**config.mk**
```make
export PLATFORM = sky130hd
export DESIGN_NAME = sop_array
export DESIGN_NICKNAME = d
export VERILOG_FILES = /design/src/rtl/sop_pkg.sv /design/src/rtl/sop_wr_decode.sv /design/src/rtl/sop_cfg_regs.sv /design/src/rtl/sop_and_plane.sv /design/src/rtl/sop_or_plane.sv /design/src/rtl/sop_array.sv
export SDC_FILE = /design/constraint.sdc
export NUM_CORES = 1
export LEC_CHECK = 0
export BUFFER_PORTS_ARGS = -buffer_cell sky130_fd_sc_hd__buf_4
export CORE_ASPECT_RATIO = 0.9
export CORE_MARGIN = 2
export CORE_UTILIZATION = 50
export CTS_CLUSTER_SIZE = 40
export DETAILED_ROUTE_END_ITERATION = 16
export GPL_TIMING_DRIVEN = 0
export PLACE_DENSITY = 0.77
export SYNTH_ARGS = -nofsm -noshare
export SYNTH_HDL_FRONTEND = slang
export SYNTH_SLANG_ARGS = --single-unit
```
**constraint.sdc**
```tcl
create_clock -name clk -period 0.9 [get_ports clk]
set_input_delay 0 -clock clk [delete_from_list [all_inputs] [get_ports clk]]
set_output_delay 0 -clock clk [all_outputs]
set_load 0.01 [all_outputs]
```
**src/rtl/sop_pkg.sv**
```systemverilog
// Package sop_pkg
// Holds the literal-selector encoding shared by the personality registers,
// the AND plane and the checker. Assumes two selector bits per input.
package sop_pkg;

    // Literal selector: bit0 connects the true line, bit1 the inverted line
    typedef enum logic [1:0] {
        LIT_OFF  = 2'b00,
        LIT_TRUE = 2'b01,
        LIT_COMP = 2'b10,
        LIT_BOTH = 2'b11
    } lit_sel_e;

    localparam int SEL_W = 2;

    // One literal's contribution to a product term: 0 blocks the term
    function automatic logic lit_pass(input logic [SEL_W-1:0] sel, input logic x);
        logic true_line;
        logic comp_line;
        true_line = x;
        comp_line = ~x;
        return (~sel[0] | true_line) & (~sel[1] | comp_line);
    endfunction

endpackage

```
**src/rtl/sop_wr_decode.sv**
```systemverilog
// Module sop_wr_decode
// Turns the addressed write port into one write strobe per term register
// and one per OR-row register. Assumes N_TERM+N_OUT fits in ADDR_W bits.
// Addresses with no matching register raise no strobe.
module sop_wr_decode #(
    parameter int N_TERM = 4,
    parameter int N_OUT  = 2,
    parameter int ADDR_W = 3
) (
    input  logic              cfg_we,
    input  logic [ADDR_W-1:0] cfg_addr,
    output logic [N_TERM-1:0] term_wr,
    output logic [N_OUT-1:0]  row_wr
);

    // One strobe per product-term selector word
    for (genvar t = 0; t < N_TERM; t++) begin : g_term_dec
        localparam logic [ADDR_W-1:0] TERM_ADDR = ADDR_W'(t);
        assign term_wr[t] = cfg_we && (cfg_addr == TERM_ADDR);
    end

    // One strobe per output OR row, placed after the term words
    for (genvar j = 0; j < N_OUT; j++) begin : g_row_dec
        localparam logic [ADDR_W-1:0] ROW_ADDR = ADDR_W'(N_TERM + j);
        assign row_wr[j] = cfg_we && (cfg_addr == ROW_ADDR);
    end

endmodule

```
**src/rtl/sop_cfg_regs.sv**
```systemverilog
// Module sop_cfg_regs
// Personality storage for both planes. The selector words and OR rows are
// brought out as flat vectors. Reset leaves the array unprogrammed: all
// selectors at LIT_BOTH and all OR bits clear. Assumes DATA_W >= 2*N_IN and
// DATA_W >= N_TERM.
module sop_cfg_regs
    import sop_pkg::*;
#(
    parameter int N_IN   = 3,
    parameter int N_TERM = 4,
    parameter int N_OUT  = 2,
    parameter int DATA_W = 6
) (
    input  logic                        clk,
    input  logic                        rst_n,
    input  logic [N_TERM-1:0]           term_wr,
    input  logic [N_OUT-1:0]            row_wr,
    input  logic [DATA_W-1:0]           cfg_wdata,
    output logic [N_TERM*2*N_IN-1:0]    term_cfg,
    output logic [N_OUT*N_TERM-1:0]     or_cfg
);

    localparam int TW = SEL_W * N_IN;

    // Selector word of every product term
    for (genvar t = 0; t < N_TERM; t++) begin : g_term_reg
        logic [TW-1:0] sel_q;

        // Load the term's selectors; reset connects both lines of each input
        always_ff @(posedge clk) begin
            if (!rst_n) begin
                sel_q <= {N_IN{LIT_BOTH}};
            end else if (term_wr[t]) begin
                sel_q <= cfg_wdata[TW-1:0];
            end
        end

        assign term_cfg[t*TW +: TW] = sel_q;
    end

    // OR-plane row of every output
    for (genvar j = 0; j < N_OUT; j++) begin : g_row_reg
        logic [N_TERM-1:0] row_q;

        // Load the output's term connections; reset disconnects all terms
        always_ff @(posedge clk) begin
            if (!rst_n) begin
                row_q <= '0;
            end else if (row_wr[j]) begin
                row_q <= cfg_wdata[N_TERM-1:0];
            end
        end

        assign or_cfg[j*N_TERM +: N_TERM] = row_q;
    end

endmodule

```
**src/rtl/sop_and_plane.sv**
```systemverilog
// Module sop_and_plane
// Programmable AND plane. Each term ANDs the literals its selector word
// picks from the true and inverted input lines. Purely combinational. A term
// with no connected literal is 1.
module sop_and_plane
    import sop_pkg::*;
#(
    parameter int N_IN   = 3,
    parameter int N_TERM = 4
) (
    input  logic [N_IN-1:0]             in_vec,
    input  logic [N_TERM*2*N_IN-1:0]    term_cfg,
    output logic [N_TERM-1:0]           term_val
);

    localparam int TW = SEL_W * N_IN;

    for (genvar t = 0; t < N_TERM; t++) begin : g_term
        logic [TW-1:0] sel_w;
        assign sel_w = term_cfg[t*TW +: TW];

        // Wide AND over every input's literal pass value
        always_comb begin
            term_val[t] = 1'b1;
            for (int i = 0; i < N_IN; i++) begin
                term_val[t] = term_val[t] & lit_pass(sel_w[i*SEL_W +: SEL_W], in_vec[i]);
            end
        end
    end

endmodule

```
**src/rtl/sop_or_plane.sv**
```systemverilog
// Module sop_or_plane
// Programmable OR plane. Each output ORs the terms its row marks. Any term
// may feed any number of outputs. Purely combinational. An empty row gives 0.
module sop_or_plane #(
    parameter int N_TERM = 4,
    parameter int N_OUT  = 2
) (
    input  logic [N_TERM-1:0]       term_val,
    input  logic [N_OUT*N_TERM-1:0] or_cfg,
    output logic [N_OUT-1:0]        sum_val
);

    for (genvar j = 0; j < N_OUT; j++) begin : g_sum
        assign sum_val[j] = |(term_val & or_cfg[j*N_TERM +: N_TERM]);
    end

endmodule

```
**src/rtl/sop_array.sv**
```systemverilog
// Module sop_array
// Top of the programmable sum-of-products array. The write decoder and the
// personality registers feed the combinational AND and OR planes, and a
// register copies the outputs. Assumes N_TERM+N_OUT >= 2 so that the address
// is at least one bit wide.
module sop_array #(
    parameter  int N_IN   = 3,
    parameter  int N_TERM = 4,
    parameter  int N_OUT  = 2,
    localparam int ADDR_W = $clog2(N_TERM + N_OUT),
    localparam int DATA_W = (2 * N_IN > N_TERM) ? 2 * N_IN : N_TERM
) (
    input  logic              clk,
    input  logic              rst_n,
    input  logic              cfg_we,
    input  logic [ADDR_W-1:0] cfg_addr,
    input  logic [DATA_W-1:0] cfg_wdata,
    input  logic [N_IN-1:0]   in_vec,
    output logic [N_OUT-1:0]  out_comb,
    output logic [N_OUT-1:0]  out_reg
);

    logic [N_TERM-1:0]        term_wr;
    logic [N_OUT-1:0]         row_wr;
    logic [N_TERM*2*N_IN-1:0] term_cfg;
    logic [N_OUT*N_TERM-1:0]  or_cfg;
    logic [N_TERM-1:0]        term_val;

    sop_wr_decode #(
        .N_TERM (N_TERM),
        .N_OUT  (N_OUT),
        .ADDR_W (ADDR_W)
    ) u_dec (
        .cfg_we   (cfg_we),
        .cfg_addr (cfg_addr),
        .term_wr  (term_wr),
        .row_wr   (row_wr)
    );

    sop_cfg_regs #(
        .N_IN   (N_IN),
        .N_TERM (N_TERM),
        .N_OUT  (N_OUT),
        .DATA_W (DATA_W)
    ) u_cfg (
        .clk       (clk),
        .rst_n     (rst_n),
        .term_wr   (term_wr),
        .row_wr    (row_wr),
        .cfg_wdata (cfg_wdata),
        .term_cfg  (term_cfg),
        .or_cfg    (or_cfg)
    );

    sop_and_plane #(
        .N_IN   (N_IN),
        .N_TERM (N_TERM)
    ) u_and (
        .in_vec   (in_vec),
        .term_cfg (term_cfg),
        .term_val (term_val)
    );

    sop_or_plane #(
        .N_TERM (N_TERM),
        .N_OUT  (N_OUT)
    ) u_or (
        .term_val (term_val),
        .or_cfg   (or_cfg),
        .sum_val  (out_comb)
    );

    // Registered copy of the combinational outputs
    always_ff @(posedge clk) begin
        if (!rst_n) begin
            out_reg <= '0;
        end else begin
            out_reg <= out_comb;
        end
    end

endmodule

```
==> results.sh <==
export IMPL_diodes=0
export IMPL_routedWlPerCell_um=16.36
export IMPL_ys_seq_area_share_pct=47.02
export IMPL_layout_setup_ws_ps=-463.9
export IMPL_dpl_instance_area_mm2=0.001604
export IMPL_overflow=0
export IMPL_hold_violations=0
export IMPL_synth_seq_cells=34
export IMPL_htreeDepth=2
export IMPL_final_setup_viol_count=4
export IMPL_numCtsBuffers=5
export IMPL_die_height_um=55.05
export IMPL_p_leak_nw=0.7358
export IMPL_synth_edff_count=0
export IMPL_die_w_um=60.72
export IMPL_total_power_mw=2.609
export IMPL_ys_warn_count=0
export IMPL_layout_cells_non_filler=214
export IMPL_end_kind="primary output"
export IMPL_slowest_delay_ps=340
export IMPL_cp_max_fo=2
export IMPL_cts_root_buf="clkbuf_4"
export IMPL_core_area_mm2=0.002748
export IMPL_crit_chain="mux2i_2, nand4_1, nand4_1, buf_4"
export IMPL_tns_ps=-1323
export IMPL_power_density_mw_per_mm2=1381
export IMPL_violations="setup timing"
export IMPL_drtAntennaViolNets=0
export IMPL_numPortBuffers=13
export IMPL_async_flop_share_pct=0
export IMPL_clkLatencyLatePin_ps=330
export IMPL_via_per_inst=5.383
export IMPL_layout_commonest_cell="mux2i_1"
export IMPL_final_layout_size_suffix_gt1_share_pct=33.33
export IMPL_place_gp_congestion=0.7649
export IMPL_syn2layout_area_growth_pct=30.51
export IMPL_layout_min_cycle_time_ps=1364
export IMPL_maxCapViolCount=0
export IMPL_place_inst=192
export IMPL_place_detailed_hpwl_um=2284
export IMPL_num_rows=18
export IMPL_vias=1152
export IMPL_drc=0
export IMPL_synth_distinct_cells=16
export IMPL_cp_common_cell="nand4_1"
export IMPL_clock_skew_ps=8.236
export IMPL_worst_setup_path_start_kind="flip-flop"
export IMPL_crit_path_top_delay_cell="dfxtp_1"
export IMPL_yosysTopAreaCell="dfxtp_1"
export IMPL_slew_headroom_pct=63.03
export IMPL_drt_initial_drc_count=55
export IMPL_syn_num_nets=154
export IMPL_mostFrequentLayoutCells="32 x mux2i_1, 24 x nand2_1, 23 x buf_4"
export IMPL_clk_pin_slew_ps=90
export IMPL_dieArea_mm2=0.003342
export IMPL_critPathBufInv=1
export IMPL_synth_area_per_cell_um2=10.41
export IMPL_cp_top_family="simple AND/OR/NAND/NOR gates"
export IMPL_cts_sinks=34
export IMPL_synth_area_top_cells="dfxtp_1 47%, mux2i_1 30%, nand2_1 6.2%"
export IMPL_synth_top_cell_area_share_pct=47.02
export IMPL_hold_ws_ps=129.1
export IMPL_required_ps=900
export IMPL_antenna_found_initial=0
export IMPL_ios=19
export IMPL_grt_pass1_wl_um=5237
export IMPL_synth_area_mm2=0.001448
export IMPL_largest_reg_flops=24
export IMPL_ys_flop_type="dfxtp_1"
export IMPL_ir_drop_mv=0.8602
export IMPL_fin_area_mm2=0.001889
export IMPL_grt_max_degree=11
export IMPL_nets=189
export IMPL_initial_core_util_pct=52.69
export IMPL_grt_pass1_vias=1137
export IMPL_outcome="complete, but fails checks"
export IMPL_min_path_type="in -> reg"
export IMPL_timing_fmax_mhz=733.2
export IMPL_cts_tree="yes"
export IMPL_final_max_slew_viol_count=0
export IMPL_cts_max_path_buffers=2
export IMPL_grt_use_total_pct=22.49
export IMPL_cp_arrival_ps=1360
export IMPL_period_share_pct=151.5
export IMPL_rsz0062_at_grt="true"
export IMPL_synth_cells=139
export IMPL_critPathKind="reg -> out"
export IMPL_drt_total_wl_um=3502
export IMPL_dr_pass1_iters=4
export IMPL_worst_pin_slew_ps=554.5
[timing repair]
item / CTS / global route
setup buffers: 6 / 4
hold buffers: 7 / 0
setup endpoints to repair: 4 / 7
resized for setup: 16 / 14
endpoints found under the hold margin: 32 / 0
pin swaps: 10 / 11
[metal layers]
metal	track usage, %	vias to the layer above	part of all wire, %
met2	37.46	29	48
met1	26.81	552	45
met4	9.783	0	3.3
li1	-	563	-
met3	7.209	8	3.7
met5	0	-	0
[power breakdown]
group | internal (mW) | switching, mW | total [mW]
logic | 0.144 | 0.142 | 0.286
clock network | 0.294 | 0.468 | 0.762
registers | 1.54 | 0.0243 | 1.56
total | 1.98 | 0.634 | 2.61
[cell families after synthesis]
logic type	Yosys count	share of synthesized area [%]
compound gates	2	1.210
buf+inv	11	3.629
flops	34	47.02
mux	44	30.42
simple gates	48	17.72
[worst min-delay path, delay by kind of cell]
kind                   cells  cell delay, ps
buffers and inverters      2             340
AND/OR/NAND/NOR            1              80
[through the flow]
| stage | setup slack [ps] | utilization (%) |
|---|---|---|
| after floorplan | -80.95 | - |
| after global placement | -258.1 | 58.38 |
| after detailed placement | -345.6 | 58.38 |
| after CTS | -366.9 | 66.12 |
| after global routing | -525.8 | 68.76 |
| final | -463.9 | 68.76 |
[area by class of cell]
cell class | count | area (µm²)
plain buffers | 10 | 57.56
clock buffers | 7 | 45.04
fillers | 229 | 858.3
inverters | 1 | 3.754
multi-input cells | 94 | 809.5
flip-flops and latches | 34 | 695.7
well taps | 40 | 50.05
repair buffers | 28 | 227.7
[cell usage after synthesis, types with 2 or more instances]
cell type and instances:
buf_2 2, a41oi_1 2, nor2_1 8, mux2i_1 44
nand2_1 24, nand4_1 10, dfxtp_1 34, nor4bb_1 2
nand4b_1 2, clkbuf_1 5
[final timing paths]
kind,startpoint,to,slack [ps],cells past startpoint
max reg2reg,u_cfg.g_term_reg[2].sel_q[3]$_SDFFE_PN1P_,out_reg[1]$_SDFF_PN0_,-260,4
max,u_cfg.g_term_reg[2].sel_q[3]$_SDFFE_PN1P_,out_comb[1],-460,4
min reg2reg,u_cfg.g_term_reg[2].sel_q[4]$_SDFFE_PN1P_,u_cfg.g_term_reg[2].sel_q[4]$_SDFFE_PN1P_,480,2
min,rst_n,u_cfg.g_row_reg[0].row_q[0]$_SDFFE_PN0P_,130,3
Note: power is estimated with default switching activity, not from simulation.
